[config.mk]
export PLATFORM = sky130hd
export DESIGN_NAME = sio_cfg_space
export DESIGN_NICKNAME = d
export VERILOG_FILES = /design/src/rtl/sio_cfg_pkg.sv /design/src/rtl/sio_lock_fsm.sv /design/src/rtl/sio_dev_bank.sv /design/src/rtl/sio_cfg_space.sv
export SDC_FILE = /design/constraint.sdc
export NUM_CORES = 1
export LEC_CHECK = 0
export ABC_AREA = 1
export BUFFER_PORTS_ARGS = -buffer_cell sky130_fd_sc_hd__buf_2
export CORE_UTILIZATION = 45
export DETAILED_ROUTE_END_ITERATION = 8
export HOLD_SLACK_MARGIN = 0.02
export PLACE_DENSITY_LB_ADDON = 0.3
export SYNTH_ARGS = -nofsm -noshare
export SYNTH_HDL_FRONTEND = slang
export SYNTH_SLANG_ARGS = --single-unit
[constraint.sdc]
create_clock -name clk -period 2.8 [get_ports clk]
set_clock_uncertainty 0.1 [all_clocks]
set_input_delay 0 -clock clk [delete_from_list [all_inputs] [get_ports clk]]
set_output_delay 0 -clock clk [all_outputs]
set_load 0.01 [all_outputs]
[src/rtl/sio_cfg_pkg.sv]
package sio_cfg_pkg;

    typedef enum logic [1:0] {
        LK_LOCKED = 2'd0,
        LK_ARMED  = 2'd1,
        LK_OPEN   = 2'd2
    } lock_state_e;

    localparam logic [7:0] KEY_OPEN        = 8'hA5;
    localparam logic [7:0] KEY_CLOSE       = 8'hAA;

    localparam logic [7:0] REG_LDN         = 8'h07;
    localparam logic [7:0] REG_BOOTVER     = 8'h28;
    localparam logic [7:0] REG_CONSOLE     = 8'h2D;
    localparam logic [7:0] DEV_SPACE_START = 8'h30;
    localparam logic [7:0] REG_ENABLE      = 8'h30;
    localparam logic [7:0] REG_BASE_HI     = 8'h60;
    localparam logic [7:0] REG_BASE_LO     = 8'h61;
    localparam logic [7:0] REG_IRQ_NUM     = 8'h70;
    localparam logic [7:0] REG_IRQ_TYPE    = 8'h71;

    localparam logic [7:0] DEAD_BYTE       = 8'hFF;

endpackage

[src/rtl/sio_lock_fsm.sv]
module sio_lock_fsm
    import sio_cfg_pkg::*;
(
    input  logic       clk,
    input  logic       rst_n,
    input  logic       idx_wr,
    input  logic [7:0] wdata,
    output logic       unlocked,
    output logic       idx_load
);

    lock_state_e state_q;
    lock_state_e state_d;

    // state register
    always_ff @(posedge clk) begin
        if (!rst_n) state_q <= LK_LOCKED;
        else        state_q <= state_d;
    end

    // next state: arm, open, restart, close
    always_comb begin
        state_d = state_q;
        unique case (state_q)
            LK_LOCKED: if (idx_wr && wdata == KEY_OPEN) state_d = LK_ARMED;
            LK_ARMED:  if (idx_wr) state_d = (wdata == KEY_OPEN) ? LK_OPEN : LK_LOCKED;
            LK_OPEN:   if (idx_wr && wdata == KEY_CLOSE) state_d = LK_LOCKED;
            default:   state_d = LK_LOCKED;
        endcase
    end

    // outputs
    always_comb begin
        unlocked = (state_q == LK_OPEN);
        idx_load = (state_q == LK_OPEN) && idx_wr && (wdata != KEY_CLOSE);
    end


    lk_restart_chk: assert property (@(posedge clk) disable iff (!rst_n)
        (state_q == LK_ARMED && idx_wr && wdata != KEY_OPEN) |=> (state_q == LK_LOCKED));


    lk_open_chk: assert property (@(posedge clk) disable iff (!rst_n)
        (state_q == LK_ARMED && idx_wr && wdata == KEY_OPEN) |=> unlocked);


    lk_no_skip_chk: assert property (@(posedge clk) disable iff (!rst_n)
        (state_q == LK_LOCKED) |=> !unlocked);


    lk_close_chk: assert property (@(posedge clk) disable iff (!rst_n)
        (unlocked && idx_wr && wdata == KEY_CLOSE) |=> !unlocked);

endmodule

[src/rtl/sio_dev_bank.sv]
module sio_dev_bank
    import sio_cfg_pkg::*;
#(
    parameter logic [15:0] DEF_BASE = 16'h03F8,
    parameter logic [3:0]  DEF_IRQ  = 4'd4,
    parameter logic [7:0]  DEF_TYPE = 8'h01
)(
    input  logic        clk,
    input  logic        rst_n,
    input  logic        wr_en,
    input  logic [7:0]  reg_idx,
    input  logic [7:0]  wdata,
    output logic        en,
    output logic [15:0] base,
    output logic [3:0]  irq_num,
    output logic [7:0]  irq_type,
    output logic [7:0]  rd_byte
);

    always_ff @(posedge clk) begin
        if (!rst_n) begin
            en       <= 1'b0;
            base     <= DEF_BASE;
            irq_num  <= DEF_IRQ;
            irq_type <= DEF_TYPE;
        end else if (wr_en) begin
            case (reg_idx)
                REG_ENABLE:   en          <= wdata[0];
                REG_BASE_HI:  base[15:8]  <= wdata;
                REG_BASE_LO:  base[7:0]   <= wdata;
                REG_IRQ_NUM:  irq_num     <= wdata[3:0];
                REG_IRQ_TYPE: irq_type    <= wdata;
                default: ;
            endcase
        end
    end

    always_comb begin
        case (reg_idx)
            REG_ENABLE:   rd_byte = {7'd0, en};
            REG_BASE_HI:  rd_byte = base[15:8];
            REG_BASE_LO:  rd_byte = base[7:0];
            REG_IRQ_NUM:  rd_byte = {4'd0, irq_num};
            REG_IRQ_TYPE: rd_byte = irq_type;
            default:      rd_byte = 8'h00;
        endcase
    end


    bank_en_hold_chk: assert property (@(posedge clk) disable iff (!rst_n)
        !(wr_en && reg_idx == REG_ENABLE) |=> $stable(en));


    bank_base_hold_chk: assert property (@(posedge clk) disable iff (!rst_n)
        !(wr_en && (reg_idx == REG_BASE_HI || reg_idx == REG_BASE_LO)) |=> $stable(base));


    bank_irq_hold_chk: assert property (@(posedge clk) disable iff (!rst_n)
        !(wr_en && reg_idx == REG_IRQ_NUM) |=> $stable(irq_num));

endmodule

[src/rtl/sio_cfg_space.sv]
module sio_cfg_space
    import sio_cfg_pkg::*;
#(
    parameter logic [7:0]  INDEX_PORT  = 8'h2E,
    parameter int          NUM_LDN     = 16,
    parameter logic [15:0] DEF_BASE    = 16'h03F8,
    parameter logic [3:0]  DEF_IRQ     = 4'd4,
    parameter logic [7:0]  DEF_TYPE    = 8'h01,
    parameter logic [7:0]  DEF_BOOTVER = 8'h01,
    parameter logic [7:0]  DEF_CONSOLE = 8'h40
)(
    input  logic                 clk,
    input  logic                 rst_n,
    input  logic                 io_wr,
    input  logic                 io_rd,
    input  logic [7:0]           io_addr,
    input  logic [7:0]           io_wdata,
    output logic [7:0]           io_rdata,
    output logic                 rd_valid,
    output logic [NUM_LDN-1:0]   dev_en,
    output logic [NUM_LDN*16-1:0] dev_base,
    output logic [NUM_LDN*4-1:0] dev_irq_num,
    output logic [NUM_LDN*8-1:0] dev_irq_type,
    output logic [7:0]           boot_ver,
    output logic [1:0]           console_sel
);

    localparam logic [7:0] DATA_PORT = INDEX_PORT + 8'd1;
    localparam int         LDN_W     = (NUM_LDN > 1) ? $clog2(NUM_LDN) : 1;

    logic       unlocked;
    logic       idx_load;
    logic       idx_port_wr;
    logic       data_wr;
    logic       port_hit_rd;
    logic [7:0] index_q;
    logic [7:0] ldn_q;
    logic [7:0] console_q;
    logic       ldn_ok;
    logic       dev_space;
    logic [7:0] bank_sel;
    logic [7:0] data_view;
    logic [7:0] rd_next;
    logic [7:0] bank_rd [NUM_LDN];

    assign idx_port_wr = io_wr && (io_addr == INDEX_PORT);
    assign data_wr     = io_wr && (io_addr == DATA_PORT) && unlocked;
    assign port_hit_rd = io_rd && ((io_addr == INDEX_PORT) || (io_addr == DATA_PORT));
    assign ldn_ok      = (int'(ldn_q) < NUM_LDN);
    assign dev_space   = (index_q >= DEV_SPACE_START);
    assign console_sel = console_q[7:6];

    sio_lock_fsm u_lock (
        .clk      (clk),
        .rst_n    (rst_n),
        .idx_wr   (idx_port_wr),
        .wdata    (io_wdata),
        .unlocked (unlocked),
        .idx_load (idx_load)
    );

    // index and global registers
    always_ff @(posedge clk) begin
        if (!rst_n) begin
            index_q   <= 8'h00;
            ldn_q     <= 8'h00;
            boot_ver  <= DEF_BOOTVER;
            console_q <= DEF_CONSOLE;
        end else begin
            if (idx_load) index_q <= io_wdata;
            if (data_wr) begin
                case (index_q)
                    REG_LDN:     ldn_q     <= io_wdata;
                    REG_BOOTVER: boot_ver  <= io_wdata;
                    REG_CONSOLE: console_q <= io_wdata;
                    default: ;
                endcase
            end
        end
    end

    // per-device banks
    for (genvar g = 0; g < NUM_LDN; g++) begin : g_bank
        logic bank_wr;
        assign bank_wr = data_wr && dev_space && (ldn_q == 8'(g));

        sio_dev_bank #(
            .DEF_BASE (DEF_BASE),
            .DEF_IRQ  (DEF_IRQ),
            .DEF_TYPE (DEF_TYPE)
        ) u_bank (
            .clk      (clk),
            .rst_n    (rst_n),
            .wr_en    (bank_wr),
            .reg_idx  (index_q),
            .wdata    (io_wdata),
            .en       (dev_en[g]),
            .base     (dev_base[g*16 +: 16]),
            .irq_num  (dev_irq_num[g*4 +: 4]),
            .irq_type (dev_irq_type[g*8 +: 8]),
            .rd_byte  (bank_rd[g])
        );
    end

    // read path
    always_comb begin
        bank_sel = ldn_ok ? bank_rd[ldn_q[LDN_W-1:0]] : DEAD_BYTE;
        case (index_q)
            REG_LDN:     data_view = ldn_q;
            REG_BOOTVER: data_view = boot_ver;
            REG_CONSOLE: data_view = console_q;
            default:     data_view = dev_space ? bank_sel : 8'h00;
        endcase
        if (io_addr == INDEX_PORT) rd_next = unlocked ? index_q : DEAD_BYTE;
        else                       rd_next = unlocked ? data_view : DEAD_BYTE;
    end

    always_ff @(posedge clk) begin
        if (!rst_n) begin
            rd_valid <= 1'b0;
            io_rdata <= 8'h00;
        end else begin
            rd_valid <= port_hit_rd;
            if (port_hit_rd) io_rdata <= rd_next;
        end
    end


    locked_wr_ignore_chk: assert property (@(posedge clk) disable iff (!rst_n)
        (!unlocked && io_wr && io_addr == DATA_PORT) |=>
        ($stable(dev_en) && $stable(dev_base) && $stable(dev_irq_num) &&
         $stable(dev_irq_type) && $stable(boot_ver) && $stable(console_sel)));


    locked_rd_dead_chk: assert property (@(posedge clk) disable iff (!rst_n)
        (!unlocked && io_rd && io_addr == DATA_PORT) |=> (rd_valid && io_rdata == DEAD_BYTE));


    stray_rd_chk: assert property (@(posedge clk) disable iff (!rst_n)
        (!io_rd || (io_addr != INDEX_PORT && io_addr != DATA_PORT)) |=> !rd_valid);


    console_wr_chk: assert property (@(posedge clk) disable iff (!rst_n)
        (data_wr && index_q == REG_CONSOLE) |=> (console_sel == $past(io_wdata[7:6])));

endmodule

==> out/metrics.cfg <==
[status]
status=complete, no violations

[pwr]
switching_share=0.230
p_leak_nw=12.8
combPwrFrac=0.028
cellInternalPower_mw=11.6
p_clk_frac=0.491
seq_power_share=0.480
ir_drop_mv=0.371
power.density_nw_per_um2=530
p_total_mw=15.0
p_sw_mw=3.45

[critical_path]
critPathRequiredTime_ns=3.23
crit_family=simple AND/OR/NAND/NOR gates
crit_path_max_incr_delay_ns=0.34
crit_slowest_cell=nor2_1
cp_max_fo=9
path_cells=inv_1, nor2_1, inv_1, nor3_1, buf_4, nand2_1, inv_2, nand4_1, nor2_1, buf_4, o21ai_0, a31oi_1
critPathLaunchType=flop
critPathArrivalTime_ns=3.16
worst-path-buf-inv=5
cp.depth=12
setup.worst_path.class=reg2reg
r2r_cells=12
end_kind=flop

[synthesis]
netlist_top_cells_area=dfxtp_1, nand2_1, o21ai_0
synth_flop_cell=dfxtp_1
ys_seq_elements=507
syn-instance-count=3162
post-synth-top-area-cell=dfxtp_1
synth_nets=3182
synthArstFlopShare=0
yosysUniqueCellTypes=35
synth_edf_count=0
synth_warnings=0
yosysTopAreaCellShare=0.451
syn_avg_cell_area_sq_um=7.11
syn-cell-area_sq_um=22500
yosysSeqAreaShare=0.451

[timing]
setup_viol=0
worst_slack_ns=0.0712
worstMarginPinSlew_ns=1.27
timing.final.crit_period_ns=2.73
fin_crit_sh=0.975
maxSlewHeadroom=0.151
slew_viol_final=0
rsz0062_at_grt=yes
fmax_mhz=366
tns_ns=0
hold_viol=0

[floorplanning]
die_area_sq_um=50900
initial_utilization=0.457
core_sq_um=49200
die_h_um=226
die_x_um=226
rows=81
io_pins=503

[route]
vias_per_cell=5.84
final_antenna_net_count=0
vias=25500
first_iter_violations=3747
routed_wl_um=105000
dr.pass1.iters=8
wire_per_inst_um=24.0
drc=0

[layout]
syn2layout_area_growth_pct=26.0
fin_nets=3683
final_common_cell=nand2_1
diodes=0
drive_above_1_share=0.223
final_cells=4371
final_cell_area_sq_um=28300
fillers=4738
layout_common_cells=nand2_1, dfxtp_1, buf_2, o21ai_0, a21oi_1

[place]
io_buffers=502
hpwl_um=74300
placedCellCount=4252
gp_congestion=1.11
pre_cts_ws_ns=-0.0213
place_area_sq_um=26300

[clock_tree]
clock_sinks=507
cts-root-buf=clkbuf_16
cts.clk_slew.worst_paths_ns=0.07
cts.htree.levels=2
clk_path_buf_depth=3
cts_buffers=53
insertion_delay_ns=0.62
cts_tree=done

[global_route]
overflow=0
grt_pass1_wl_um=150000
grt_max_degree=218
grt.total_usage=0.397
grt_pass1_vias=22700
antenna_found_initial=0

[hold_path]
hold_depth=6
hold_class=in2reg

[flow_run]
maxCapViolations=0

==> layer usage <==
layer / part of all wire / track usage / vias to the layer above
li1: - / - / 11600
met1: 0.40 / 0.538 / 11900
met2: 0.44 / 0.604 / 1745
met3: 0.11 / 0.0817 / 272
met4: 0.051 / 0.186 / 0
met5: 0 / 0 / -
==> stage by stage <==
stage,hold WS (ns),util
3_5_place_dp,0.165,0.535
6_report,0.0525,0.577
4_1_cts,0.0330,0.575
3_3_place_gp,0.160,0.535
2_1_floorplan,0.0433,-
5_1_grt,0.100,0.577
==> cell usage after synthesis (2+ instances only) <==
| library cell | number |
|---|---|
| nand4_1 | 22 |
| nor3_2 | 4 |
| a211oi_1 | 23 |
| o21bai_1 | 2 |
| clkbuf_1 | 147 |
| nand2_1 | 806 |
| inv_1 | 211 |
| a21oi_1 | 256 |
| a221oi_1 | 5 |
| nor4_1 | 5 |
| buf_2 | 65 |
| buf_4 | 22 |
| o21ai_1 | 2 |
| o21ai_0 | 365 |
| nand3_1 | 180 |
| nor2_1 | 205 |
| a31oi_1 | 105 |
| o22ai_1 | 9 |
| buf_1 | 8 |
| nor2_4 | 9 |
| nor2_2 | 15 |
| inv_2 | 24 |
| dfxtp_1 | 507 |
| o211ai_1 | 136 |
| clkinv_1 | 6 |
| a22o_1 | 2 |
| nor3_1 | 12 |
| o221ai_1 | 2 |
==> final cells by class <==
class / instances / area, sq um / share of cell area
Inverter: 241 / 915 / 0.0323
Clock buffer: 86 / 1640 / 0.0580
Sequential cell: 507 / 10100 / 0.358
Multi-Input combinational cell: 2172 / 10400 / 0.368
Clock inverter: 13 / 154 / 0.00543
Tap cell: 664 / 831 / 0.0293
Timing Repair Buffer: 688 / 4230 / 0.149
==> sequential cells by signal, indices dropped and copies added (netlist names) <==
name,flops
g_bank.u_bank.irq_num,64
io_rdata,8
ldn_q,8
u_lock.state_q,2
rd_valid,1
index_q,8
console_q,8
boot_ver,8
g_bank.u_bank.en,16
g_bank.u_bank.base,256
g_bank.u_bank.irq_type,128
==> kinds of logic after synthesis <==
kind of cell    count (synthesis)  synth area share
compound gates                908             0.228
flops                         507             0.451
simple gates                 1264             0.233
buf+inv                       483            0.0879
==> power by group through the flow <==
stage | Clock [mW] | Combinational [mW] | Sequential [mW]
after global placement | 0 | 0.389 | 7.37
after floorplan | 0 | 0.211 | 7.37
final | 7.38 | 0.426 | 7.21
after global routing | 7.64 | 0.428 | 7.21
after detailed placement | 0 | 0.389 | 7.37
after CTS | 7.36 | 0.403 | 7.21
==> tightest hold or removal path: stages <==
cell and delay, ns:
buf_2 0.10, nand3_1 0.13, nor3_1 0.08, buf_4 0.18, o21ai_0 0.16, a21oi_1 0.05
==> final timing paths <==
check / from / slack [ns] / endpoint
max reg2reg: u_lock.state_q[1] / 0.07 / g_bank[3].u_bank.base[1]
min: io_addr[1] / 0.05 / io_rdata[2]
min reg2reg: g_bank[12].u_bank.base[14] / 0.36 / g_bank[12].u_bank.base[14]
max: u_lock.state_q[1] / 0.07 / g_bank[3].u_bank.base[1]
==> repair_timing <==
item,CTS,global route
pin swaps,0,3
hold endpoints to repair,232,0
hold buffers,16,0
endpoints found under the setup margin,1,24
cloned,0,1
resized for setup,1,17
setup buffers,0,3
(Power assumes the default switching activity.)
